## src/rtl/dqp_pkg.sv

```systemverilog
package dqp_pkg;

    typedef enum logic {
        DIR_READ  = 1'b0,
        DIR_WRITE = 1'b1
    } dir_e;

    // Tag carried alongside each read beat through the output pipeline.
    typedef struct packed {
        logic valid;
        logic hide;
    } rd_tag_t;

    // Index width for a burst of a given length (never below one bit).
    function automatic int idx_width(input int len);
        return (len > 1) ? $clog2(len) : 1;
    endfunction

endpackage

```

## src/rtl/dqp_cke_gate.sv

```systemverilog
module dqp_cke_gate (
    input  logic clk,
    input  logic rst,
    input  logic cke_i,
    output logic clk_en_o
);

    logic en_q;

    // One register between the pin and the internal enable gives the
    // single-clock latency both into and out of suspend.
    always_ff @(posedge clk) begin
        if (rst) begin
            en_q <= 1'b1;
        end else begin
            en_q <= cke_i;
        end
    end

    assign clk_en_o = en_q;

    // enable lags the pin by exactly one clock
    p_cke_lag_r2: assert property (@(posedge clk) disable iff (rst)
        !$past(rst) |-> (clk_en_o == $past(cke_i)));

endmodule

```

## src/rtl/dqp_burst_seq.sv

```systemverilog
module dqp_burst_seq
    import dqp_pkg::*;
#(
    parameter int BURST_LEN = 8,
    localparam int IDX_W    = idx_width(BURST_LEN)
) (
    input  logic             clk,
    input  logic             rst,
    input  logic             clk_en_i,
    input  logic             start_i,
    input  dir_e             dir_i,
    output logic             busy_o,
    output dir_e             dir_o,
    output logic [IDX_W-1:0] beat_o
);

    localparam logic [IDX_W-1:0] LAST_IDX = IDX_W'(BURST_LEN - 1);

    typedef struct packed {
        logic             active;
        dir_e             dir;
        logic [IDX_W-1:0] idx;
    } seq_t;

    seq_t cur_q, nxt;

    always_comb begin
        nxt = cur_q;
        if (clk_en_i) begin
            if (start_i) begin
                nxt.active = 1'b1;
                nxt.dir    = dir_i;
                nxt.idx    = '0;
            end else if (cur_q.active) begin
                if (cur_q.idx == LAST_IDX) begin
                    nxt.active = 1'b0;
                    nxt.idx    = '0;
                end else begin
                    nxt.idx = cur_q.idx + 1'b1;
                end
            end
        end
    end

    always_ff @(posedge clk) begin
        if (rst) begin
            cur_q <= '{active: 1'b0, dir: DIR_READ, idx: '0};
        end else begin
            cur_q <= nxt;
        end
    end

    assign busy_o = cur_q.active;
    assign dir_o  = cur_q.dir;
    assign beat_o = cur_q.idx;

    // the beat index never leaves the burst
    p_beat_range_r3: assert property (@(posedge clk) disable iff (rst)
        busy_o |-> (beat_o <= LAST_IDX));

    // a frozen clock leaves the sequencer untouched
    p_seq_freeze_r8: assert property (@(posedge clk) disable iff (rst)
        !clk_en_i |=> ($stable(beat_o) && $stable(busy_o) && $stable(dir_o)));

    // an accepted start always lands on beat 0 of a live burst
    p_restart_r9: assert property (@(posedge clk) disable iff (rst)
        (clk_en_i && start_i) |=> (busy_o && beat_o == '0));

endmodule

```

## src/rtl/dqp_read_pipe.sv

```systemverilog
module dqp_read_pipe
    import dqp_pkg::*;
#(
    parameter int DQ_W   = 16,
    parameter int RD_LAT = 2
) (
    input  logic            clk,
    input  logic            rst,
    input  logic            clk_en_i,
    input  logic            beat_rd_i,
    input  logic            hide_i,
    input  logic [DQ_W-1:0] rd_data_i,
    output logic [DQ_W-1:0] dq_o,
    output logic            dq_oe_o
);

    // RD_LAT-1 tag/data stages, then a final register that holds the
    // enable itself so the pin sees a single flop output.
    localparam int STAGES = (RD_LAT > 1) ? RD_LAT - 1 : 1;

    rd_tag_t         tag_q [STAGES];
    logic [DQ_W-1:0] dat_q [STAGES];

    for (genvar g = 0; g < STAGES; g++) begin : g_stage
        if (g == 0) begin : g_head
            always_ff @(posedge clk) begin
                if (rst) begin
                    tag_q[g] <= '0;
                    dat_q[g] <= '0;
                end else if (clk_en_i) begin
                    tag_q[g] <= '{valid: beat_rd_i, hide: hide_i};
                    dat_q[g] <= rd_data_i;
                end
            end
        end else begin : g_body
            always_ff @(posedge clk) begin
                if (rst) begin
                    tag_q[g] <= '0;
                    dat_q[g] <= '0;
                end else if (clk_en_i) begin
                    tag_q[g] <= tag_q[g-1];
                    dat_q[g] <= dat_q[g-1];
                end
            end
        end
    end

    logic            oe_q;
    logic [DQ_W-1:0] out_q;

    always_ff @(posedge clk) begin
        if (rst) begin
            oe_q  <= 1'b0;
            out_q <= '0;
        end else if (clk_en_i) begin
            oe_q  <= tag_q[STAGES-1].valid & ~tag_q[STAGES-1].hide;
            out_q <= dat_q[STAGES-1];
        end
    end

    assign dq_o    = out_q;
    assign dq_oe_o = oe_q;

    // output side holds while the internal clock is frozen
    p_out_freeze_r8: assert property (@(posedge clk) disable iff (rst)
        !clk_en_i |=> ($stable(dq_oe_o) && $stable(dq_o)));

    // enable can only rise on an edge where the clock ran
    p_oe_rise_r10: assert property (@(posedge clk) disable iff (rst)
        $rose(dq_oe_o) |-> $past(clk_en_i));

endmodule

```

## src/rtl/dqp_io_pipe.sv

```systemverilog
module dqp_io_pipe
    import dqp_pkg::*;
#(
    parameter int DQ_W      = 16,
    parameter int BURST_LEN = 8,
    parameter int RD_LAT    = 2,
    localparam int IDX_W    = idx_width(BURST_LEN)
) (
    input  logic             clk,
    input  logic             rst,
    input  logic             cke_i,
    input  logic             dqm_i,
    input  logic             start_i,
    input  logic             wr_dir_i,
    input  logic [DQ_W-1:0]  rd_data_i,
    output logic             clk_en_o,
    output logic             busy_o,
    output logic [IDX_W-1:0] beat_o,
    output logic             wr_en_o,
    output logic [DQ_W-1:0]  dq_o,
    output logic             dq_oe_o
);

    logic clk_en;
    logic busy;
    dir_e dir;
    logic rd_beat;
    logic wr_beat;

    dqp_cke_gate u_cke (
        .clk      (clk),
        .rst      (rst),
        .cke_i    (cke_i),
        .clk_en_o (clk_en)
    );

    dqp_burst_seq #(
        .BURST_LEN (BURST_LEN)
    ) u_seq (
        .clk      (clk),
        .rst      (rst),
        .clk_en_i (clk_en),
        .start_i  (start_i),
        .dir_i    (wr_dir_i ? DIR_WRITE : DIR_READ),
        .busy_o   (busy),
        .dir_o    (dir),
        .beat_o   (beat_o)
    );

    assign rd_beat = busy && (dir == DIR_READ);
    assign wr_beat = busy && (dir == DIR_WRITE);

    dqp_read_pipe #(
        .DQ_W   (DQ_W),
        .RD_LAT (RD_LAT)
    ) u_rd (
        .clk       (clk),
        .rst       (rst),
        .clk_en_i  (clk_en),
        .beat_rd_i (rd_beat),
        .hide_i    (dqm_i),
        .rd_data_i (rd_data_i),
        .dq_o      (dq_o),
        .dq_oe_o   (dq_oe_o)
    );

    // Write mask acts in the cycle it is sampled: no register on the path.
    assign wr_en_o  = wr_beat && clk_en && !dqm_i;
    assign clk_en_o = clk_en;
    assign busy_o   = busy;

    // strobe only during a write beat of a live burst
    p_wr_in_beat_r6: assert property (@(posedge clk) disable iff (rst)
        wr_en_o |-> (busy_o && dir == DIR_WRITE));

    // a sampled mask never lets a strobe through
    p_wr_mask_r7: assert property (@(posedge clk) disable iff (rst)
        dqm_i |-> !wr_en_o);

    // no array write while frozen
    p_wr_frozen_r8: assert property (@(posedge clk) disable iff (rst)
        !clk_en_o |-> !wr_en_o);

endmodule

```

## config.mk

```make
export PLATFORM = sky130hd
export DESIGN_NAME = dqp_io_pipe
export DESIGN_NICKNAME = d
export VERILOG_FILES = /design/src/rtl/dqp_pkg.sv /design/src/rtl/dqp_cke_gate.sv /design/src/rtl/dqp_burst_seq.sv /design/src/rtl/dqp_read_pipe.sv /design/src/rtl/dqp_io_pipe.sv
export SDC_FILE = /design/constraint.sdc
export NUM_CORES = 1
export LEC_CHECK = 0
export ABC_AREA = 1
export BUFFER_PORTS_ARGS = -buffer_cell sky130_fd_sc_hd__buf_2
export CAP_MARGIN = 0
export CORE_MARGIN = 1
export CORE_UTILIZATION = 55
export DETAILED_ROUTE_END_ITERATION = 7
export GPL_TIMING_DRIVEN = 0
export PLACE_DENSITY = 0.83
export SLEW_MARGIN = 20
export SYNTH_ARGS = -nofsm -noshare
export SYNTH_HDL_FRONTEND = slang
export SYNTH_HIERARCHICAL = 1
export SYNTH_SLANG_ARGS = --single-unit
export TNS_END_PERCENT = 30
```

## constraint.sdc

```tcl
create_clock -name clk -period 3.7 [get_ports clk]
set_input_delay 0.185 -clock clk [delete_from_list [all_inputs] [get_ports clk]]
set_output_delay 0.185 -clock clk [all_outputs]
set_load 0.1 [all_outputs]
```

==> flow_summary.ini, run 1 <==
[clock_tree]
ctsLongestPathBuffers = 2
cts_buffers = 5
clkSinkCount = 41
cts_resized = 0
postCtsSetupRepairBufs = 0
clock_latency_ns = 0.34
clk_pin_slew_ns = 0.10
cts_root_buf = clkbuf_4
cts_tree = done
hold_buffers = 0
cts-htree-levels = 2

[detailed_routing]
vias = 1166
routed_via_density = 4.61
dr.pass1.iters = 4
drtAntennaViolNets = 0
avgRoutedWirePerCell_um = 10.3
drc_errors = 0
wl_mm = 2.61
first_iter_violations = 35

[synthesis]
synth_cell_types = 18
ys_warn_count = 6
syn_nets = 194
synth-seq-area-share_pct = 61.2
ys_seq_elements = 41
syn_inst = 170
syn_area_um2 = 1640
avgSynthCellArea_um2 = 9.62

[sta]
finalMaxSlewViolations = 0
slew_headroom_pct = 55.9
tightestPinTransition_ns = 0.661
setup_viol = 0
finalHoldViolCount = 0
fmax_mhz = 558
setup_tns_ns = 0
period_share_pct = 48.4
rsz0062_at_grt = no
fin_crit_ns = 1.79
fin_skew_ns = 0.00606

[outcome]
outcome = finished clean

[placement]
dp_hpwl_mm = 1.86
port_buffers = 44
placed_cell_area_um2 = 1890
gp_congestion = 0.851

[grt]
antenna_found_initial = 0
grt_overflow = 0
track_usage_pct = 18.7
grt_max_degree = 19
grt_pass1_wl_mm = 4.42
grt_pass1_vias = 1054

[setup_path]
cp_slowest_cell = dfxtp_1
worstPathCellList = nor2_2, buf_4, inv_1
worstPathRequired_ns = 3.68
crit_path_end_kind = register
critical_path_buf_inv_count = 2
critPathArrivalTime_ns = 1.77
crit_fanout = 18
cpLargestDelayFamily = buffers and inverters
startpoint_type = register
slowest_delay_ns = 0.55
critPathKind = reg -> reg

[floorplanning]
die_area_um2 = 3200
io_pins = 45
rows = 19
die_x_um = 56.5
core_area_um2 = 2780
initial_core_util_pct = 58.8
fp.dieH_um = 56.5

[power_and_ir_drop]
vdd_drop_max_mv = 0.394
leakage_nw = 1.03
p_per_area_nw_per_um2 = 451
finalPower_mw = 0.876

[final_layout]
fillers = 243
diodes = 0
drive_above_1_share_pct = 30.2
syn_to_final_growth_pct = 18.8
final_core_util_pct = 69.9
final_cell_area_um2 = 1940
nNetsFinal = 245

[job]
maxCapViolations = 0

[worst_hold_path]
hold_path_class = in -> reg
==> layout make-up <==
cell class | instances | area, um2 | area share, %
sequential | 41 | 1000 | 51.5
multi-input combinational | 98 | 492 | 25.3
timing repair buffer | 44 | 220 | 11.3
inverter | 28 | 108 | 5.54
clock buffer | 7 | 45.0 | 2.32
tap | 31 | 38.8 | 2.00
buffer | 3 | 35.0 | 1.80
clock inverter | 1 | 3.75 | 0.193
==> cells in the mapped netlist, drive strengths merged <==
library cell   n  share of area (%)
nand3b         1               0.46
ha             2                1.5
dfxtp         23                 28
inv           28                6.6
o21ai          1               0.31
a21oi          4                1.2
nand4          2               0.76
edfxtp        18                 33
buf            3                2.1
nand3          3               0.92
nand2         60                 14
nor2          25                 11
==> layer usage <==
metal / share of wire (%) / wire length (um) / vias to the layer above / global-route usage [%]
li1: - / - / 615 / -
met1: 45 / 1170 / 514 / 23.1
met2: 48 / 1270 / 30 / 29.2
met3: 4.5 / 117 / 7 / 5.07
met4: 2.1 / 56 / 0 / 11.1
met5: 0 / 0 / - / 0
==> cell usage in the layout, fill, tap and decap left out <==
master    Yosys  layout
nand2_1      59      59
buf_2         0      44
inv_1        26      26
dfxtp_1      23      23
edfxtp_1     18      18
nor2_1       13      13
nor2_4       11      11
clkbuf_4      0       5
a21oi_1       4       4
nand3_1       3       3
clkbuf_1      0       2
buf_4         2       2
nand4_1       2       2
ha_1          2       2
clkinv_1      0       1
inv_2         1       1
nor2_2        1       1
inv_4         1       1
buf_12        1       1
nand2_2       1       1
o21ai_0       1       1
nand3b_1      1       1
==> worst register-to-register path, stage by stage (launching register included) <==
cell	delay, ns
dfxtp_1	0.55
nor2_2	0.18
buf_4	0.21
inv_1	0.50
==> worst paths after layout <==
path | start | to | slack, ns | depth (start not counted)
setup / recovery | u_cke/clk_en_o | u_rd/dat_q[0][14] | 1.91 | 3
hold / removal | cke_i | u_cke/clk_en_o | 0.02 | 3
setup reg to reg | u_cke/clk_en_o | u_rd/dat_q[0][14] | 1.91 | 3
hold reg to reg | u_rd/dat_q[0][11] | u_rd/dq_o[11] | 0.44 | 2
==> logic make-up after synthesis <==
family,share of synthesized area (%)
DFF,61.2
buffers and inverters,8.72
AOI/OAI and AO/OA,1.53
adders and majority gates,1.53
and+or+nand+nor,27.0
==> state kept, by name (all words and copies together) (netlist names) <==
signal          count
u_rd/dq_o          16
u_seq/beat_o        3
u_seq/busy_o        1
u_cke/clk_en_o      1
u_rd/tag_q          2
u_rd/dq_oe_o        1
u_rd/dat_q         16
u_seq/dir_o         1
==> metrics by stage <==
step                setup slack, ns  instances  hold slack (ns)
CTS                            1.91        253          0.00506
detailed placement             1.92        245            0.363
global route                   1.77        253           0.0177
global placement               1.94        245            0.358
floorplan                      1.02        170            0.254
finish                         1.91        253           0.0167
==> where the power goes <==
group          total (mW)  switching (mW)  leakage (nW)  internal, mW
registers           0.510          0.0118         0.394         0.498
logic               0.163           0.128         0.605        0.0346
clock network       0.203           0.130        0.0269        0.0732
total               0.876           0.270          1.03         0.606
No activity file was read; power rests on OpenSTA's default activity.
==> run 2: changes to the inputs <==
Settings changed: CORE_UTILIZATION 55 to 46, PLACE_DENSITY 0.83 to 0.74.
Clock period 3.7 ns to 1.6 ns, I/O delays scaled along.
==> run 2 against run 1 <==
Effect of this change:
- clock skew up 0.013 ns
- critical path depth unchanged
- cell count rose by 7.5%
- register-to-register slack worse by 1.7 ns
- first-iteration DRC count is 8.6% higher
- core utilization shrank 8.7 points
- largest cell class unchanged
- largest power group unchanged
- highest routed layer unchanged
==> flow_summary.ini, run 2 (synthesis results as in run 1) <==
[sta]
fin_crit_ns = 1.44
slew_headroom_pct = 67.2
period_share_pct = 90.0
rsz0062_at_grt = no
finalHoldViolCount = 0
fmax_mhz = 695
tightestPinTransition_ns = 0.496
fin_ws_ns = 0.161
fin_skew_ns = 0.0187
setup_viol = 0
finalMaxSlewViolations = 0

[power_and_ir_drop]
p_per_area_nw_per_um2 = 1070
leakage_nw = 1.06
power.share.clock_pct = 29.0
vdd_drop_max_mv = 1.00
power_frac_comb_pct = 17.6
p_int_mw = 1.57
sw_frac_of_total_pct = 29.0
seq_power_share_pct = 53.4
power.switching_mw = 0.642

[clock_tree]
cts_tree = done
cts-htree-levels = 2
clkSinkCount = 41
clock_latency_ns = 0.35
clk_pin_slew_ns = 0.11
ctsLongestPathBuffers = 2
cts_buffers = 5
cts_root_buf = clkbuf_4

[setup_path]
startpoint_type = register
worstPathCellList = nand2_1, nor2_4, buf_2
worstPathRequired_ns = 1.52
cp_slowest_cell = dfxtp_4
slowest_delay_ns = 0.43
critPathKind = reg -> out
crit_fanout = 10
crit_path_end_kind = output pin
critPathArrivalTime_ns = 1.36

[floorplanning]
die_area_um2 = 3800
fp.dieH_um = 61.6
core_area_um2 = 3360
initial_core_util_pct = 48.6
rows = 21
io_pins = 45
die_x_um = 61.6

[final_layout]
layout_common_cells = nand2_1 (59), buf_2 (44), inv_1 (25)
diodes = 0
syn_to_final_growth_pct = 25.9
layout_commonest_cell = nand2_1
nNetsFinal = 249
final_core_util_pct = 61.2
drive_above_1_share_pct = 33.2

[detailed_routing]
drt-met1-wl_mm = 1.19
routed.top_layer = met4
met3WireLength_um = 125
drc_errors = 0
routed_via_density = 4.42
avgRoutedWirePerCell_um = 9.90
drtAntennaViolNets = 0
wl_mm = 2.69
first_iter_violations = 38
dr.pass1.iters = 4
vias = 1201
wl_met2_mm = 1.36

[placement]
place_ws_ns = -0.112
port_buffers = 44
dp_hpwl_mm = 1.85
gp_congestion = 0.771

[outcome]
outcome = finished clean

[grt]
track_usage_pct = 16.6
antenna_found_initial = 0
grt_pass1_vias = 1031
grt_max_degree = 14
grt_pass1_wl_mm = 4.35
grt_overflow = 0

[job]
maxCapViolations = 0

[worst_hold_path]
hold_path_class = in -> reg
[run 2: path summary, 6_finish.rpt]
check | start | depth (start not counted) | end | slack, ns
worst max-delay path | u_cke/clk_en_o | 3 | wr_en_o | 0.16
worst max register to register | u_cke/clk_en_o | 4 | u_rd/dat_q[0][11] | 0.22
worst min register to register | u_rd/dat_q[0][14] | 2 | u_rd/dq_o[14] | 0.42
worst min-delay path | start_i | 3 | u_seq/dir_o | 0.02
[run 2: through the flow]
stage          cells  power, mW  TNS, ns  area (um2)  hold slack (ns)
6_report         272       2.21        0        2060           0.0245
5_1_grt          272       2.32        0        2060           0.0111
4_1_cts          272       2.23        0        2050           0.0104
3_5_place_dp     260       1.58    -1.99        1930            0.255
3_3_place_gp     260       1.58    -1.38        1930            0.255
2_1_floorplan    170       1.50   -0.345        1650            0.142
[run 2: repair_timing]
action,in CTS,in global routing
endpoints found under the setup margin,18,8
setup buffers,2,0
hold endpoints to repair,2,0
resized for setup,0,1
hold buffers,2,0
[run 2: area by class of cell]
type	instances	area (um2)
Inverter	28	111
Fill cell	319	1310
Buffer	3	35.0
Sequential cell	41	1010
Clock buffer	6	41.3
Tap cell	46	57.6
Timing Repair Buffer	48	268
Clock inverter	2	35.0
Multi-Input combinational cell	98	504
[run 2: power by group through the flow]
stage | clock (mW) | combinational [mW] | sequential [mW]
global placement | 0 | 0.375 | 1.20
floorplan | 0 | 0.113 | 1.39
global route | 0.711 | 0.415 | 1.19
finish | 0.642 | 0.388 | 1.18
detailed placement | 0 | 0.379 | 1.20
CTS | 0.659 | 0.388 | 1.18
[run 2: metal layers]
layer / GRT usage (%) / up-vias
li1: - / 628
met1: 19.5 / 542
met2: 26.9 / 29
met3: 6.30 / 2
met4: 7.62 / 0
met5: 0 / -
[run 2: critical path: cells and delay by family, from the launching register on]
family	cells	cell delay [ns]
simple gates	2	0.17
buf+inv	1	0.42
flops	1	0.43
